**config.mk**
```make
export PLATFORM = sky130hd
export DESIGN_NAME = dma_window_xlate
export DESIGN_NICKNAME = d
export VERILOG_FILES = /design/src/rtl/dwx_pkg.sv /design/src/rtl/dwx_win_match.sv /design/src/rtl/dwx_xlate_calc.sv /design/src/rtl/dwx_first_hit.sv /design/src/rtl/dma_window_xlate.sv
export SDC_FILE = /design/constraint.sdc
export NUM_CORES = 1
export LEC_CHECK = 0
export ABC_AREA = 0
export BUFFER_PORTS_ARGS = -buffer_cell sky130_fd_sc_hd__buf_2
export CAP_MARGIN = 20
export CORE_AREA = 2 2 401 403
export DETAILED_ROUTE_END_ITERATION = 10
export DIE_AREA = 0 0 403 405
export MAX_ROUTING_LAYER = met4
export PLACE_DENSITY = 0.3
export RECOVER_POWER = 50
export SLEW_MARGIN = 20
export SYNTH_ARGS = -nofsm -noshare
export SYNTH_HDL_FRONTEND = slang
export SYNTH_SLANG_ARGS = --single-unit
export TNS_END_PERCENT = 5
```
**constraint.sdc**
```tcl
create_clock -name clk_i -period 3.33 [get_ports clk_i]
set_input_delay 0.666 -clock clk_i [delete_from_list [all_inputs] [get_ports clk_i]]
set_output_delay 0.666 -clock clk_i [all_outputs]
set_load 0.02 [all_outputs]
```
**src/rtl/dwx_pkg.sv**
```systemverilog
package dwx_pkg;
  localparam int unsigned WIN_LSB     = 20;
  localparam int unsigned WIN_MSB     = 31;
  localparam int unsigned PTE_SHIFT   = 10;
  localparam int unsigned PAGE_SHIFT  = 12;
  localparam int unsigned PG_OFF_BITS = 13;

  typedef enum logic [1:0] {
    ST_IDLE  = 2'd0,
    ST_FETCH = 2'd1,
    ST_WAIT  = 2'd2,
    ST_RESP  = 2'd3
  } xl_state_e;
endpackage

```
**src/rtl/dwx_win_match.sv**
```systemverilog
module dwx_win_match
  import dwx_pkg::*;
#(
  parameter int unsigned AW = 64
) (
  input  logic [AW-1:0] addr_i,
  input  logic [AW-1:0] base_i,
  input  logic [AW-1:0] mask_i,
  output logic          hit_o,
  output logic          sg_o
);
  localparam logic [AW-1:0] FIELD = (AW'(1) << (WIN_MSB + 1)) - (AW'(1) << WIN_LSB);

  logic [AW-1:0] cmp_mask;

  assign cmp_mask = ~mask_i & FIELD;
  assign hit_o    = base_i[0] && ((addr_i & cmp_mask) == (base_i & cmp_mask));
  assign sg_o     = base_i[1];
endmodule

```
**src/rtl/dwx_xlate_calc.sv**
```systemverilog
module dwx_xlate_calc
  import dwx_pkg::*;
#(
  parameter int unsigned AW = 64
) (
  input  logic [AW-1:0] addr_i,
  input  logic [AW-1:0] mask_i,
  input  logic [AW-1:0] tba_i,
  output logic [AW-1:0] direct_o,
  output logic [AW-1:0] pte_addr_o
);
  localparam logic [AW-1:0] FIELD    = (AW'(1) << (WIN_MSB + 1)) - (AW'(1) << WIN_LSB);
  localparam logic [AW-1:0] LOW_OFF  = (AW'(1) << WIN_LSB) - AW'(1);
  localparam logic [AW-1:0] PTE_LOW  = (AW'(1) << PTE_SHIFT) - AW'(1);
  localparam logic [AW-1:0] PG_INDEX = (AW'(1) << WIN_LSB) - (AW'(1) << PG_OFF_BITS);

  logic [AW-1:0] wm, off_mask, ent_mask, ba_mask;

  assign wm       = mask_i & FIELD;
  assign off_mask = wm | LOW_OFF;
  assign direct_o = (tba_i & ~off_mask) | (addr_i & off_mask);

  assign ent_mask   = ~((wm >> PTE_SHIFT) | PTE_LOW);
  assign ba_mask    = wm | PG_INDEX;
  assign pte_addr_o = (tba_i & ent_mask) | ((addr_i & ba_mask) >> PTE_SHIFT);
endmodule

```
**src/rtl/dwx_first_hit.sv**
```systemverilog
module dwx_first_hit #(
  parameter int unsigned N     = 4,
  localparam int unsigned IDX_W = (N > 1) ? $clog2(N) : 1
) (
  input  logic             clk_i,
  input  logic             rst_ni,
  input  logic [N-1:0]     hit_i,
  output logic             any_o,
  output logic [IDX_W-1:0] idx_o
);
  logic [N-1:0] grant;

  always_comb begin
    idx_o = '0;
    grant = '0;
    for (int i = N - 1; i >= 0; i--) begin
      if (hit_i[i]) begin
        idx_o = IDX_W'(i);
        grant = N'(1) << i;
      end
    end
  end

  assign any_o = |hit_i;

  p_grant_onehot_r3: assert property (@(posedge clk_i) disable iff (!rst_ni)
    $onehot0(grant) && ((grant != '0) == any_o));

  p_lowest_wins_r3: assert property (@(posedge clk_i) disable iff (!rst_ni)
    hit_i[0] |-> (idx_o == '0));
endmodule

```
**src/rtl/dma_window_xlate.sv**
```systemverilog
module dma_window_xlate
  import dwx_pkg::*;
#(
  parameter int unsigned NUM_WIN = 4,
  parameter int unsigned AW      = 64,
  parameter int unsigned OUT_W   = 34
) (
  input  logic                  clk_i,
  input  logic                  rst_ni,
  input  logic                  req_valid_i,
  output logic                  req_ready_o,
  input  logic [AW-1:0]         req_addr_i,
  input  logic [NUM_WIN*AW-1:0] win_base_i,
  input  logic [NUM_WIN*AW-1:0] win_mask_i,
  input  logic [NUM_WIN*AW-1:0] win_tba_i,
  output logic                  mem_req_valid_o,
  input  logic                  mem_req_ready_i,
  output logic [AW-1:0]         mem_req_addr_o,
  input  logic                  mem_rsp_valid_i,
  input  logic [AW-1:0]         mem_rsp_data_i,
  output logic                  rsp_valid_o,
  input  logic                  rsp_ready_i,
  output logic [AW-1:0]         rsp_addr_o
);
  localparam int unsigned IDX_W = (NUM_WIN > 1) ? $clog2(NUM_WIN) : 1;
  localparam logic [AW-1:0] OUT_MASK = (AW'(1) << OUT_W) - AW'(1);

  logic [NUM_WIN-1:0] hit_vec, sg_vec;
  logic [AW-1:0]      direct_vec [NUM_WIN];
  logic [AW-1:0]      pte_vec    [NUM_WIN];

  for (genvar w = 0; w < NUM_WIN; w++) begin : g_win
    dwx_win_match #(.AW(AW)) u_match (
      .addr_i (req_addr_i),
      .base_i (win_base_i[w*AW +: AW]),
      .mask_i (win_mask_i[w*AW +: AW]),
      .hit_o  (hit_vec[w]),
      .sg_o   (sg_vec[w])
    );
    dwx_xlate_calc #(.AW(AW)) u_calc (
      .addr_i     (req_addr_i),
      .mask_i     (win_mask_i[w*AW +: AW]),
      .tba_i      (win_tba_i[w*AW +: AW]),
      .direct_o   (direct_vec[w]),
      .pte_addr_o (pte_vec[w])
    );
  end

  logic             sel_any;
  logic [IDX_W-1:0] sel_idx;

  dwx_first_hit #(.N(NUM_WIN)) u_pick (
    .clk_i  (clk_i),
    .rst_ni (rst_ni),
    .hit_i  (hit_vec),
    .any_o  (sel_any),
    .idx_o  (sel_idx)
  );

  xl_state_e              state_q;
  logic [AW-1:0]          pte_q, res_q;
  logic [PG_OFF_BITS-1:0] off_q;
  logic                   xl_q;
  logic                   accept, sel_sg;
  logic [AW-1:0]          sg_res;

  assign req_ready_o     = (state_q == ST_IDLE);
  assign accept          = req_valid_i && req_ready_o;
  assign sel_sg          = sel_any && sg_vec[sel_idx];
  assign sg_res          = ((mem_rsp_data_i & ~AW'(1)) << PAGE_SHIFT) | AW'(off_q);
  assign mem_req_valid_o = (state_q == ST_FETCH);
  assign mem_req_addr_o  = pte_q;
  assign rsp_valid_o     = (state_q == ST_RESP);
  assign rsp_addr_o      = res_q;

  always_ff @(posedge clk_i or negedge rst_ni) begin
    if (!rst_ni) begin
      state_q <= ST_IDLE;
      pte_q   <= '0;
      res_q   <= '0;
      off_q   <= '0;
      xl_q    <= 1'b0;
    end else begin
      unique case (state_q)
        ST_IDLE: if (accept) begin
          if (sel_sg) begin
            pte_q   <= pte_vec[sel_idx];
            off_q   <= req_addr_i[PG_OFF_BITS-1:0];
            state_q <= ST_FETCH;
          end else begin
            res_q   <= sel_any ? (direct_vec[sel_idx] & OUT_MASK) : req_addr_i;
            xl_q    <= sel_any;
            state_q <= ST_RESP;
          end
        end
        ST_FETCH: if (mem_req_ready_i) state_q <= ST_WAIT;
        ST_WAIT: if (mem_rsp_valid_i) begin
          res_q   <= sg_res & OUT_MASK;
          xl_q    <= 1'b1;
          state_q <= ST_RESP;
        end
        ST_RESP: if (rsp_ready_i) state_q <= ST_IDLE;
        default: state_q <= ST_IDLE;
      endcase
    end
  end

  p_fast_latency_r9: assert property (@(posedge clk_i) disable iff (!rst_ni)
    (accept && !sel_sg) |=> rsp_valid_o);

  p_sg_no_early_rsp_r9: assert property (@(posedge clk_i) disable iff (!rst_ni)
    (accept && sel_sg) |=> (mem_req_valid_o && !rsp_valid_o));

  p_mem_req_hold_r5: assert property (@(posedge clk_i) disable iff (!rst_ni)
    (mem_req_valid_o && !mem_req_ready_i) |=> (mem_req_valid_o && $stable(mem_req_addr_o)));

  p_rsp_hold_r10: assert property (@(posedge clk_i) disable iff (!rst_ni)
    (rsp_valid_o && !rsp_ready_i) |=> (rsp_valid_o && $stable(rsp_addr_o)));

  p_single_txn_r10: assert property (@(posedge clk_i) disable iff (!rst_ni)
    req_ready_o |-> (!rsp_valid_o && !mem_req_valid_o));

  p_trunc_r7: assert property (@(posedge clk_i) disable iff (!rst_ni)
    (rsp_valid_o && xl_q) |-> ((rsp_addr_o & ~OUT_MASK) == '0));
endmodule

```
==> flow_metrics.env, run 1 <==
export IMPL_htree_levels=4
export IMPL_failed_checks="capacitance limit, slew limit, setup timing"
export IMPL_ys_async_rst_share=1.00
export IMPL_clock_tree_from_tritoncts="yes"
export IMPL_yosysTopAreaCellShare=0.365
export IMPL_timing_fmax_ghz=0.295
export IMPL_status="complete, but fails checks"
export IMPL_synth_compound_area_frac=0.162
export IMPL_netlist_area_sq_um=9600
export IMPL_initial_core_util=0.0603
export IMPL_worst_path_max_fanout=8
export IMPL_drt_iter0_drc=843
export IMPL_clock_tree_buffer_depth=2
export IMPL_setup_viol_count_final=18
export IMPL_numCtsBuffers=17
export IMPL_max_stage_delay_ns=0.51
export IMPL_critical_path_top_delay_family="buffers and inverters"
export IMPL_ant_nets=0
export IMPL_grt_first_pass_wirelength_um=122000
export IMPL_worst_ep_arrival_time_ns=3.79
export IMPL_tightestPinTransition_ns=1.59
export IMPL_skew_ns=0.0193
export IMPL_synth_largest_area_cell="sky130_fd_sc_hd__dfrtp_1"
export IMPL_detailedRoute_firstPassIterationCount=5
export IMPL_crit_slowest_cell="sky130_fd_sc_hd__nor4_4"
export IMPL_ys_ff_latch=140
export IMPL_gp_congestion=0.810
export IMPL_post_route_drc_count=0
export IMPL_finalWorstPathRequiredPeriod_ns=3.39
export IMPL_hold_path_class="in2reg"
export IMPL_post_route_worst_setup_slack_ns=-0.0610
export IMPL_timing_setup_critical_path_class="in2reg"
export IMPL_totalPowerFinal_w=0.0109
export IMPL_timing_max_cap_violations=1
export IMPL_finalMaxSlewViolations=43
export IMPL_syn_mean_instance_area_sq_um=8.09
export IMPL_wire_per_inst_um=23.8
export IMPL_place_area_sq_um=16600
export IMPL_synth_adder_area_share=0.00521
export IMPL_finalWirelength_um=96300
export IMPL_fp_dieW_um=403
export IMPL_clk_insertion_delay_late_ns=0.53
export IMPL_timing_hold_worst_path_depth=3
export IMPL_final_layout_size_suffix_gt1_frac=0.454
export IMPL_cts_root_buf="sky130_fd_sc_hd__clkbuf_16"
export IMPL_nNetsFinal=2785
export IMPL_critPathLaunchType="input pin"
export IMPL_leakagePower_nw=7.93
export IMPL_endpoint_kind="flip-flop"
export IMPL_globalRoute_totalOverflow=0
export IMPL_grt_antenna_before_repair=122
export IMPL_final_cell_mix="482 x sky130_fd_sc_hd__buf_2, 269 x sky130_fd_sc_hd__nand2_1, 191 x sky130_fd_sc_hd__buf_4"
export IMPL_fp_coreArea_sq_um=159000
export IMPL_critical_path_n_buffers_inverters=8
export IMPL_number_of_enable_flip_flop_cells_after_synthesis=0
export IMPL_max_slew_margin=-0.0617
export IMPL_grt_total_usage=0.119
export IMPL_timing_final_crit_share=1.02
export IMPL_power_per_cell_area_nw_per_um2=615
export IMPL_ys_flop_type="sky130_fd_sc_hd__dfrtp_1"
export IMPL_cp_data_required_time_ns=3.73
export IMPL_peakVddDrop_uv=442
export IMPL_io_pins=1033
export IMPL_grt_start_max_net_pins=51
export IMPL_die_area_sq_um=163000
export IMPL_core_rowCount=147
export IMPL_setup_tns_ns=-0.784
export IMPL_cts_hold_buffers=0
export IMPL_first_global_vias=12337
export IMPL_dp_cells=3936
export IMPL_netlist_instances=1186
export IMPL_synth_simple_area_share=0.244
export IMPL_place_hpwl_um=83400
export IMPL_area_growth_pct=84.6
export IMPL_ys_warn_count=0
export IMPL_synth_xor_area_share=0.0438
export IMPL_cts_num_sinks=140
export IMPL_layout_core_utilization=0.111
export IMPL_crit_path_frequent_cell="sky130_fd_sc_hd__buf_4"
export IMPL_final_cell_area_sq_um=17700
export IMPL_biggest_area_contributors_in_the_synthesized_netlist="sky130_fd_sc_hd__dfrtp_1 36%, sky130_fd_sc_hd__nand2_1 11%, sky130_fd_sc_hd__mux2_2 6.9%"
export IMPL_grt_setup_unrepaired="yes"
export IMPL_r2r_setup_slack_ns=0.66
export IMPL_yosysUniqueCellTypes=60
export IMPL_synth_mux_area_frac=0.121
export IMPL_detailroute_via_count=12381
export IMPL_final_common_cell="sky130_fd_sc_hd__buf_2"
export IMPL_io_buffers=538
export IMPL_dieHeight_um=405
export IMPL_non_filler_instance_count_after_layout=4052
export IMPL_avgViaCountPerCell=3.06
export IMPL_synth_top_family_by_area="simple AND/OR/NAND/NOR gates"
export IMPL_reg2reg_depth=13
export IMPL_yosysSeqAreaShare=0.365
export IMPL_critical_path_depth=15
export IMPL_hold_violations_final=0
export IMPL_clock_transition_at_the_registers_of_the_reported_paths_ns=0.08
export IMPL_crit_path_cell_trace="buf_2 -> buf_12 -> xnor2_4 -> o22ai_2 -> nor4_4 -> buf_4 -> and2_4 -> buf_4 -> o211ai_1 -> buf_4 -> a311oi_4 -> buf_6 -> bufbuf_16 -> buf_12 -> mux2_2"
## report_power, final
group          switching [W]  internal [W]  leakage [nW]
Clock                0.00110       0.00113         0.300
Sequential          0.000366       0.00238          1.80
Combinational        0.00370       0.00223          5.84
## cells in the mapped netlist, drive strengths merged (6+ instances only)
| master | instances |
|---|---|
| a2111oi | 6 |
| a211oi | 11 |
| a21oi | 18 |
| a31oi | 53 |
| and2 | 8 |
| and3 | 37 |
| buf | 52 |
| clkbuf | 46 |
| dfrtp | 140 |
| inv | 27 |
| mux2 | 59 |
| mux2i | 50 |
| nand2 | 272 |
| nand3 | 70 |
| nor2 | 57 |
| nor3 | 46 |
| o211ai | 7 |
| o21ai | 73 |
| o22ai | 26 |
| o311a | 6 |
| or3 | 8 |
| or4 | 8 |
| xnor2 | 48 |
## routing by layer
layer  track usage  vias up  routed length [um]
met1         0.149     5916               42500
li1              -     5726                   -
met5             -        -                   0
met3        0.0770       86               15000
met4        0.0242        0                1600
met2         0.156      653               37200
## worst reg2reg max path, delay by kind of cell, from the launching register on
kind / cells / cell delay (ns)
buffers and inverters: 5 / 0.72
AOI/OAI and AO/OA: 4 / 0.68
and+or+nand+nor: 3 / 0.53
DFF: 1 / 0.42
adders and majority gates: 1 / 0.23
## final cells by class
class	count	area, sq um
fillers	18661	142000
multi-input cells	923	5880
repair buffers	770	4850
flip-flops and latches	140	3500
well taps	2086	2610
clock buffers	17	425
diodes	74	185
clock inverters	15	174
inverters	27	101
## path summary, 6_finish.rpt
kind	endpoint	startpoint
worst max-delay path	off_q[1]$_DFFE_PN0P_	req_addr_i[26]
worst min-delay path	rsp_addr_o[54]$_DFFE_PN0P_	req_addr_i[54]
worst max register to register	rsp_addr_o[29]$_DFFE_PN0P_	state_q[1]$_DFFE_PN0P_
worst min register to register	rsp_addr_o[59]$_DFFE_PN0P_	rsp_addr_o[59]$_DFFE_PN0P_
max in group asynchronous	mem_req_addr_o[42]$_DFFE_PN0P_	rst_ni
min in group asynchronous	rsp_addr_o[30]$_DFFE_PN0P_	rst_ni
## registers in the layout (all words and copies together) (netlist names)
register	flops
state_q	2
mem_req_addr_o	61
rsp_addr_o	64
off_q	13
## kinds of logic (layout without fill, tap and decap cells)
logic type | count (synthesis) | after routing
AO/OA/AOI/OAI | 236 | 236
XOR/XNOR | 48 | 48
adder cells (fa/ha/maj) | 4 | 4
buffers and inverters | 125 | 829
flip-flops | 140 | 140
multiplexers | 109 | 109
other | 1 | 77
AND/OR/NAND/NOR | 523 | 523
## stage by stage
step           setup slack [ns]  hold WS (ns)
2_1_floorplan             0.200         0.370
3_3_place_gp              -1.02         0.448
3_5_place_dp              -1.03         0.451
4_1_cts                 0.00217        0.0381
5_1_grt                 -0.0790         0.321
6_report                -0.0610         0.344
## repair_timing
item | 4_1_cts | 5_1_grt
setup buffers | 7 | 3
resized for setup | 39 | 24
gates cloned | 2 | 1
pin swaps | 6 | 8
endpoints found under the setup margin | 138 | 131
Note: power is estimated with default switching activity, not from simulation.
==> inputs of run 2 (changes only) <==
--- a/config.mk
+++ b/config.mk
@@ -12,7 +12,7 @@
 export DETAILED_ROUTE_END_ITERATION = 10
 export DIE_AREA = 0 0 403 405
 export MAX_ROUTING_LAYER = met4
-export PLACE_DENSITY = 0.3
+export PLACE_DENSITY = 0.36
 export RECOVER_POWER = 50
 export SLEW_MARGIN = 20
 export SYNTH_ARGS = -nofsm -noshare
==> flow_metrics.env, run 2 (synthesis gave the netlist of run 1 again) <==
export IMPL_wire_per_inst_um=23.1
export IMPL_numCtsBuffers=17
export IMPL_critical_path_n_buffers_inverters=7
export IMPL_cp_data_required_time_ns=3.73
export IMPL_io_buffers=538
export IMPL_timing_max_cap_violations=1
export IMPL_fp_dieW_um=403
export IMPL_largest_reg_flops=64
export IMPL_skew_ns=0.0222
export IMPL_grt_first_pass_wirelength_um=118000
export IMPL_grt_antenna_before_repair=128
export IMPL_finalWorstPathRequiredPeriod_ns=3.33
export IMPL_cts_num_sinks=140
export IMPL_avgViaCountPerCell=3.08
export IMPL_die_area_sq_um=163000
export IMPL_post_route_drc_count=0
export IMPL_nNetsFinal=2778
export IMPL_finalMaxSlewViolations=55
export IMPL_detailroute_via_count=12450
export IMPL_tightestPinTransition_ns=1.84
export IMPL_hold_violations_final=0
export IMPL_drt_iter0_drc=883
export IMPL_io_pins=1033
export IMPL_max_stage_delay_ns=0.38
export IMPL_crit_path_frequent_cell="sky130_fd_sc_hd__buf_4"
export IMPL_setup_viol_count_final=0
export IMPL_grt_start_max_net_pins=55
export IMPL_failed_checks="capacitance limit, slew limit"
export IMPL_final_layout_size_suffix_gt1_frac=0.453
export IMPL_final_cell_mix="490 x sky130_fd_sc_hd__buf_2, 269 x sky130_fd_sc_hd__nand2_1, 187 x sky130_fd_sc_hd__buf_4"
export IMPL_max_slew_margin=-0.225
export IMPL_area_growth_pct=82.5
export IMPL_clk_insertion_delay_late_ns=0.53
export IMPL_htree_levels=4
export IMPL_timing_fmax_ghz=0.300
export IMPL_core_rowCount=147
export IMPL_critPathLaunchType="input pin"
export IMPL_gp_congestion=0.849
export IMPL_ant_nets=0
export IMPL_worst_path_max_fanout=6
export IMPL_grt_setup_unrepaired="yes"
export IMPL_clock_tree_from_tritoncts="yes"
export IMPL_status="complete, but fails checks"
export IMPL_fp_coreArea_sq_um=159000
export IMPL_post_route_worst_setup_slack_ns=0.00195
export IMPL_peakVddDrop_uv=443
export IMPL_place_hpwl_um=80700
export IMPL_grt_total_usage=0.114
export IMPL_clock_transition_at_the_registers_of_the_reported_paths_ns=0.07
export IMPL_initial_core_util=0.0603
export IMPL_final_common_cell="sky130_fd_sc_hd__buf_2"
export IMPL_detailedRoute_firstPassIterationCount=5
export IMPL_first_global_vias=12090
export IMPL_crit_slowest_cell="sky130_fd_sc_hd__a311oi_4"
export IMPL_cts_root_buf="sky130_fd_sc_hd__clkbuf_16"
export IMPL_crit_path_cell_trace="buf_4 -> buf_4 -> xnor2_1 -> o22ai_1 -> nor3_4 -> buf_6 -> nand3_4 -> a21oi_2 -> buf_4 -> o21ai_0 -> buf_4 -> a311oi_4 -> buf_6 -> buf_12 -> mux2_2"
export IMPL_finalWirelength_um=93500
export IMPL_cts_hold_buffers=0
export IMPL_hold_path_class="in2reg"
export IMPL_endpoint_kind="flip-flop"
export IMPL_globalRoute_totalOverflow=0
export IMPL_clock_tree_buffer_depth=2
export IMPL_timing_setup_critical_path_class="in2reg"
export IMPL_critical_path_top_delay_family="buffers and inverters"
export IMPL_preCtsSetupSlack_ns=-1.29
export IMPL_leakagePower_nw=7.84
export IMPL_timing_final_crit_share=0.999
export IMPL_worst_ep_arrival_time_ns=3.72
export IMPL_power_per_cell_area_nw_per_um2=598
export IMPL_dp_cells=3929
export IMPL_non_filler_instance_count_after_layout=4044
export IMPL_dieHeight_um=405
run 2: cell count changes in the layout (fill, tap and decap cells not counted), moves of 3 or more:
cell / previous run / this run
sky130_fd_sc_hd__buf_2: 482 / 490
sky130_fd_sc_hd__buf_12: 30 / 25
sky130_fd_sc_hd__a31oi_1: 50 / 53
sky130_fd_sc_hd__a31oi_2: 3 / 0
sky130_fd_sc_hd__mux2_2: 59 / 55
sky130_fd_sc_hd__mux2_4: 0 / 4
sky130_fd_sc_hd__nor2_1: 55 / 52
sky130_fd_sc_hd__buf_4: 191 / 187
sky130_fd_sc_hd__inv_6: 6 / 3
sky130_fd_sc_hd__clkbuf_1: 52 / 46
run 2: worst paths after layout:
kind                                            startpoint                             end  slack, ns  cells after the start
min in group asynchronous                           rst_ni      rsp_addr_o[47]$_DFFE_PN0P_       0.63                      1
max in group asynchronous                           rst_ni            off_q[1]$_DFFE_PN0P_       0.55                      2
worst min register to register  rsp_addr_o[48]$_DFFE_PN0P_      rsp_addr_o[48]$_DFFE_PN0P_       0.46                      2
worst max register to register      state_q[0]$_DFFE_PN0P_      rsp_addr_o[26]$_DFFE_PN0P_       0.65                     12
worst max-delay path                        req_addr_i[27]  mem_req_addr_o[42]$_DFFE_PN0P_      0.002                     15
worst min-delay path                        req_addr_i[43]      rsp_addr_o[43]$_DFFE_PN0P_       0.36                      3
run 2: area by class of cell:
type | instances | area (sq um)
inverters | 27 | 101
repair buffers | 763 | 4750
clock inverters | 14 | 135
well taps | 2086 | 2610
flip-flops and latches | 140 | 3500
multi-input cells | 923 | 5800
fillers | 18710 | 142000
clock buffers | 18 | 429
diodes | 73 | 183
run 2: worst reg2reg max path, stage by stage (launching register included):
cell and delay (ns):
sky130_fd_sc_hd__dfrtp_1 0.41, sky130_fd_sc_hd__inv_1 0.08, sky130_fd_sc_hd__ha_1 0.25, sky130_fd_sc_hd__inv_1 0.18
sky130_fd_sc_hd__o22ai_1 0.13, sky130_fd_sc_hd__or2_2 0.38, sky130_fd_sc_hd__a2111oi_2 0.22, sky130_fd_sc_hd__buf_4 0.18
sky130_fd_sc_hd__a211oi_4 0.05, sky130_fd_sc_hd__buf_12 0.15, sky130_fd_sc_hd__a2111oi_2 0.30, sky130_fd_sc_hd__buf_4 0.18
sky130_fd_sc_hd__a211oi_1 0.06
run 2: stage by stage:
stage	hold slack (ns)	util	setup TNS [ns]	power, W	cell area [sq um]
global route	0.328	0.110	-0.664	0.0113	17500
finish	0.363	0.110	0	0.0105	17500
global placement	0.452	0.103	-125.94	0.00851	16400
CTS	0.142	0.107	-0.601	0.0107	17100
floorplan	0.370	-	0	0.00545	9610
detailed placement	0.450	0.103	-131.41	0.00854	16400
run 2: layer usage:
| layer | vias to the layer above | part of all wire | GRT usage |
|---|---|---|---|
| met5 | - | 0 | - |
| li1 | 5704 | - | - |
| met1 | 6030 | 0.45 | 0.147 |
| met3 | 69 | 0.16 | 0.0744 |
| met4 | 0 | 0.013 | 0.0267 |
| met2 | 647 | 0.38 | 0.144 |
run 2: power by group:
part / switching, W / leakage [nW] / internal [W]
combinational: 0.00358 / 5.77 / 0.00212
sequential: 0.000351 / 1.80 / 0.00238
clock: 0.000995 / 0.275 / 0.00104
run 2: repair_timing:
| action | 4_1_cts | 5_1_grt |
|---|---|---|
| endpoints found under the setup margin | 138 | 132 |
| gates cloned | 0 | 4 |
| buffers inserted | 2 | 4 |
| resized for setup | 17 | 47 |
| pin swaps | 3 | 11 |
| hold endpoints to repair | 0 | 0 |
==> inputs of run 3 (changes only) <==
==> constraint.sdc (replaced) <==
create_clock -name clk_i -period 4.1 [get_ports clk_i]
set_input_delay 0.82 -clock clk_i [delete_from_list [all_inputs] [get_ports clk_i]]
set_output_delay 0.82 -clock clk_i [all_outputs]
set_load 0.02 [all_outputs]
==> flow_metrics.env, run 3 (synthesis gave the netlist of run 1 again) <==
export IMPL_grt_first_pass_wirelength_um=117000
export IMPL_die_area_sq_um=163000
export IMPL_avgViaCountPerCell=3.03
export IMPL_fp_dieW_um=403
export IMPL_hold_path_end="rsp_addr_o[45]$_DFFE_PN0P_"
export IMPL_timing_fmax_ghz=0.253
export IMPL_area_growth_pct=74.9
export IMPL_nNetsFinal=2724
export IMPL_critPathLaunchType="input pin"
export IMPL_tightestPinTransition_ns=1.90
export IMPL_grt_total_usage=0.115
export IMPL_worst_path_max_fanout=32
export IMPL_io_pins=1033
export IMPL_status="complete, but fails checks"
export IMPL_skew_ns=0.0151
export IMPL_r2r_setup_slack_ns=1.17
export IMPL_worst_ep_arrival_time_ns=4.40
export IMPL_final_layout_size_suffix_gt1_frac=0.410
export IMPL_timing_hold_worst_path_depth=2
export IMPL_failed_checks="capacitance limit, slew limit"
export IMPL_max_slew_margin=-0.267
export IMPL_clock_tree_buffer_depth=2
export IMPL_final_fill_count=18800
export IMPL_hold_path_class="reg2reg"
export IMPL_timing_max_cap_violations=1
export IMPL_finalMaxSlewViolations=60
export IMPL_fin_hold_ws_ns=0.463
export IMPL_io_buffers=538
export IMPL_globalRoute_totalOverflow=0
export IMPL_peakVddDrop_uv=367
export IMPL_grt_start_max_net_pins=60
export IMPL_drt_iter0_drc=876
export IMPL_endpoint_kind="flip-flop"
export IMPL_finalWirelength_um=92500
export IMPL_clk_insertion_delay_late_ns=0.53
export IMPL_cts_root_buf="sky130_fd_sc_hd__clkbuf_16"
export IMPL_clock_transition_at_the_registers_of_the_reported_paths_ns=0.08
export IMPL_detailedRoute_firstPassIterationCount=5
export IMPL_timing_setup_critical_path_class="in2reg"
export IMPL_gp_congestion=0.860
export IMPL_core_rowCount=147
export IMPL_post_route_drc_count=0
export IMPL_leakagePower_nw=7.42
export IMPL_setup_viol_count_final=0
export IMPL_timing_final_crit_share=0.963
export IMPL_final_cell_mix="474 x sky130_fd_sc_hd__buf_2, 270 x sky130_fd_sc_hd__nand2_1, 146 x sky130_fd_sc_hd__buf_4"
export IMPL_finalWorstPathRequiredPeriod_ns=3.95
export IMPL_wire_per_inst_um=23.2
export IMPL_final_common_cell="sky130_fd_sc_hd__buf_2"
export IMPL_setup_tns_ns=0
export IMPL_reg2reg_depth=11
export IMPL_worst_r2r_endpoint="rsp_addr_o[26]$_DFFE_PN0P_"
export IMPL_clock_tree_from_tritoncts="yes"
export IMPL_dieHeight_um=405
export IMPL_numCtsBuffers=17
export IMPL_ant_nets=0
export IMPL_htree_levels=4
export IMPL_grt_setup_unrepaired="no"
export IMPL_preCtsSetupSlack_ns=-0.667
export IMPL_post_route_worst_setup_slack_ns=0.152
export IMPL_timing_rr_start="state_q[0]$_DFFE_PN0P_"
export IMPL_hold_violations_final=0
export IMPL_largest_reg_flops=64
export IMPL_cts_num_sinks=140
export IMPL_initial_core_util=0.0603
export IMPL_first_global_vias=11867
export IMPL_power_per_cell_area_nw_per_um2=503
export IMPL_min_from="rsp_addr_o[45]$_DFFE_PN0P_"
export IMPL_grt_antenna_before_repair=137
export IMPL_cp_data_required_time_ns=4.55
export IMPL_detailroute_via_count=12086
export IMPL_post_cts_buffers=0
export IMPL_fp_coreArea_sq_um=159000
export IMPL_place_hpwl_um=80600
## run 3: per-stage QoR
| stage | utilization | power [W] | cells | area [sq um] |
|---|---|---|---|---|
| CTS | 0.105 | 0.00882 | 3917 | 16700 |
| global route | 0.105 | 0.00913 | 3985 | 16800 |
| global placement | 0.101 | 0.00684 | 3885 | 16100 |
| finish | 0.105 | 0.00845 | 3993 | 16800 |
| detailed placement | 0.101 | 0.00686 | 3885 | 16100 |
| floorplan | - | 0.00443 | 1188 | 9610 |
## run 3: per-layer routing
metal / up-vias / global-route usage / wire [um]
li1: 5605 / - / -
met1: 5729 / 0.146 / 41500
met2: 676 / 0.146 / 35000
met3: 76 / 0.0749 / 14500
met4: 0 / 0.0281 / 1530
met5: - / - / 0
## run 3: where the power goes
group / switching [W] / leakage, nW / total [W] / internal, W
sequential: 0.000275 / 1.80 / 0.00221 / 0.00193
clock: 0.000820 / 0.305 / 0.00185 / 0.00103
combinational: 0.00284 / 5.32 / 0.00439 / 0.00155
## run 3: how the worst max path moves through the flow
stage / start / cells past startpoint / end
after floorplan: req_addr_i[22] / 12 / mem_req_addr_o[33]$_DFFE_PN0P_
after global placement: req_addr_i[27] / 14 / mem_req_addr_o[31]$_DFFE_PN0P_
after detailed placement: req_addr_i[27] / 14 / mem_req_addr_o[31]$_DFFE_PN0P_
after CTS: req_addr_i[27] / 14 / mem_req_addr_o[31]$_DFFE_PN0P_
after global routing: req_addr_i[27] / 14 / mem_req_addr_o[31]$_DFFE_PN0P_
final: req_addr_i[27] / 14 / mem_req_addr_o[31]$_DFFE_PN0P_
## run 3: layout make-up
type	count	area, sq um	share of cell area
Antenna cell	76	190	0.0113
Clock buffer	19	433	0.0258
Clock inverter	13	204	0.0121
Inverter	27	101	0.00603
Multi-Input combinational cell	923	5590	0.333
Sequential cell	140	3500	0.209
Tap cell	2086	2610	0.155
Timing Repair Buffer	709	4160	0.248
## run 3: worst max-delay path, stage by stage
cell	delay (ns)
sky130_fd_sc_hd__buf_2	0.31
sky130_fd_sc_hd__buf_4	0.20
sky130_fd_sc_hd__xnor2_1	0.11
sky130_fd_sc_hd__o22ai_1	0.10
sky130_fd_sc_hd__nor3_2	0.38
sky130_fd_sc_hd__buf_4	0.23
sky130_fd_sc_hd__nand3_1	0.24
sky130_fd_sc_hd__a21oi_1	0.43
sky130_fd_sc_hd__o21ai_0	0.29
sky130_fd_sc_hd__a311oi_4	0.50
sky130_fd_sc_hd__buf_12	0.28
sky130_fd_sc_hd__buf_12	0.21
sky130_fd_sc_hd__nand3_1	0.14
sky130_fd_sc_hd__o21ai_0	0.10
## run 3: what timing repair did
action	4_1_cts	5_1_grt
pin swaps	0	1
resized for setup	1	0
hold buffers	0	0
setup endpoints to repair	56	42
gates cloned	0	0
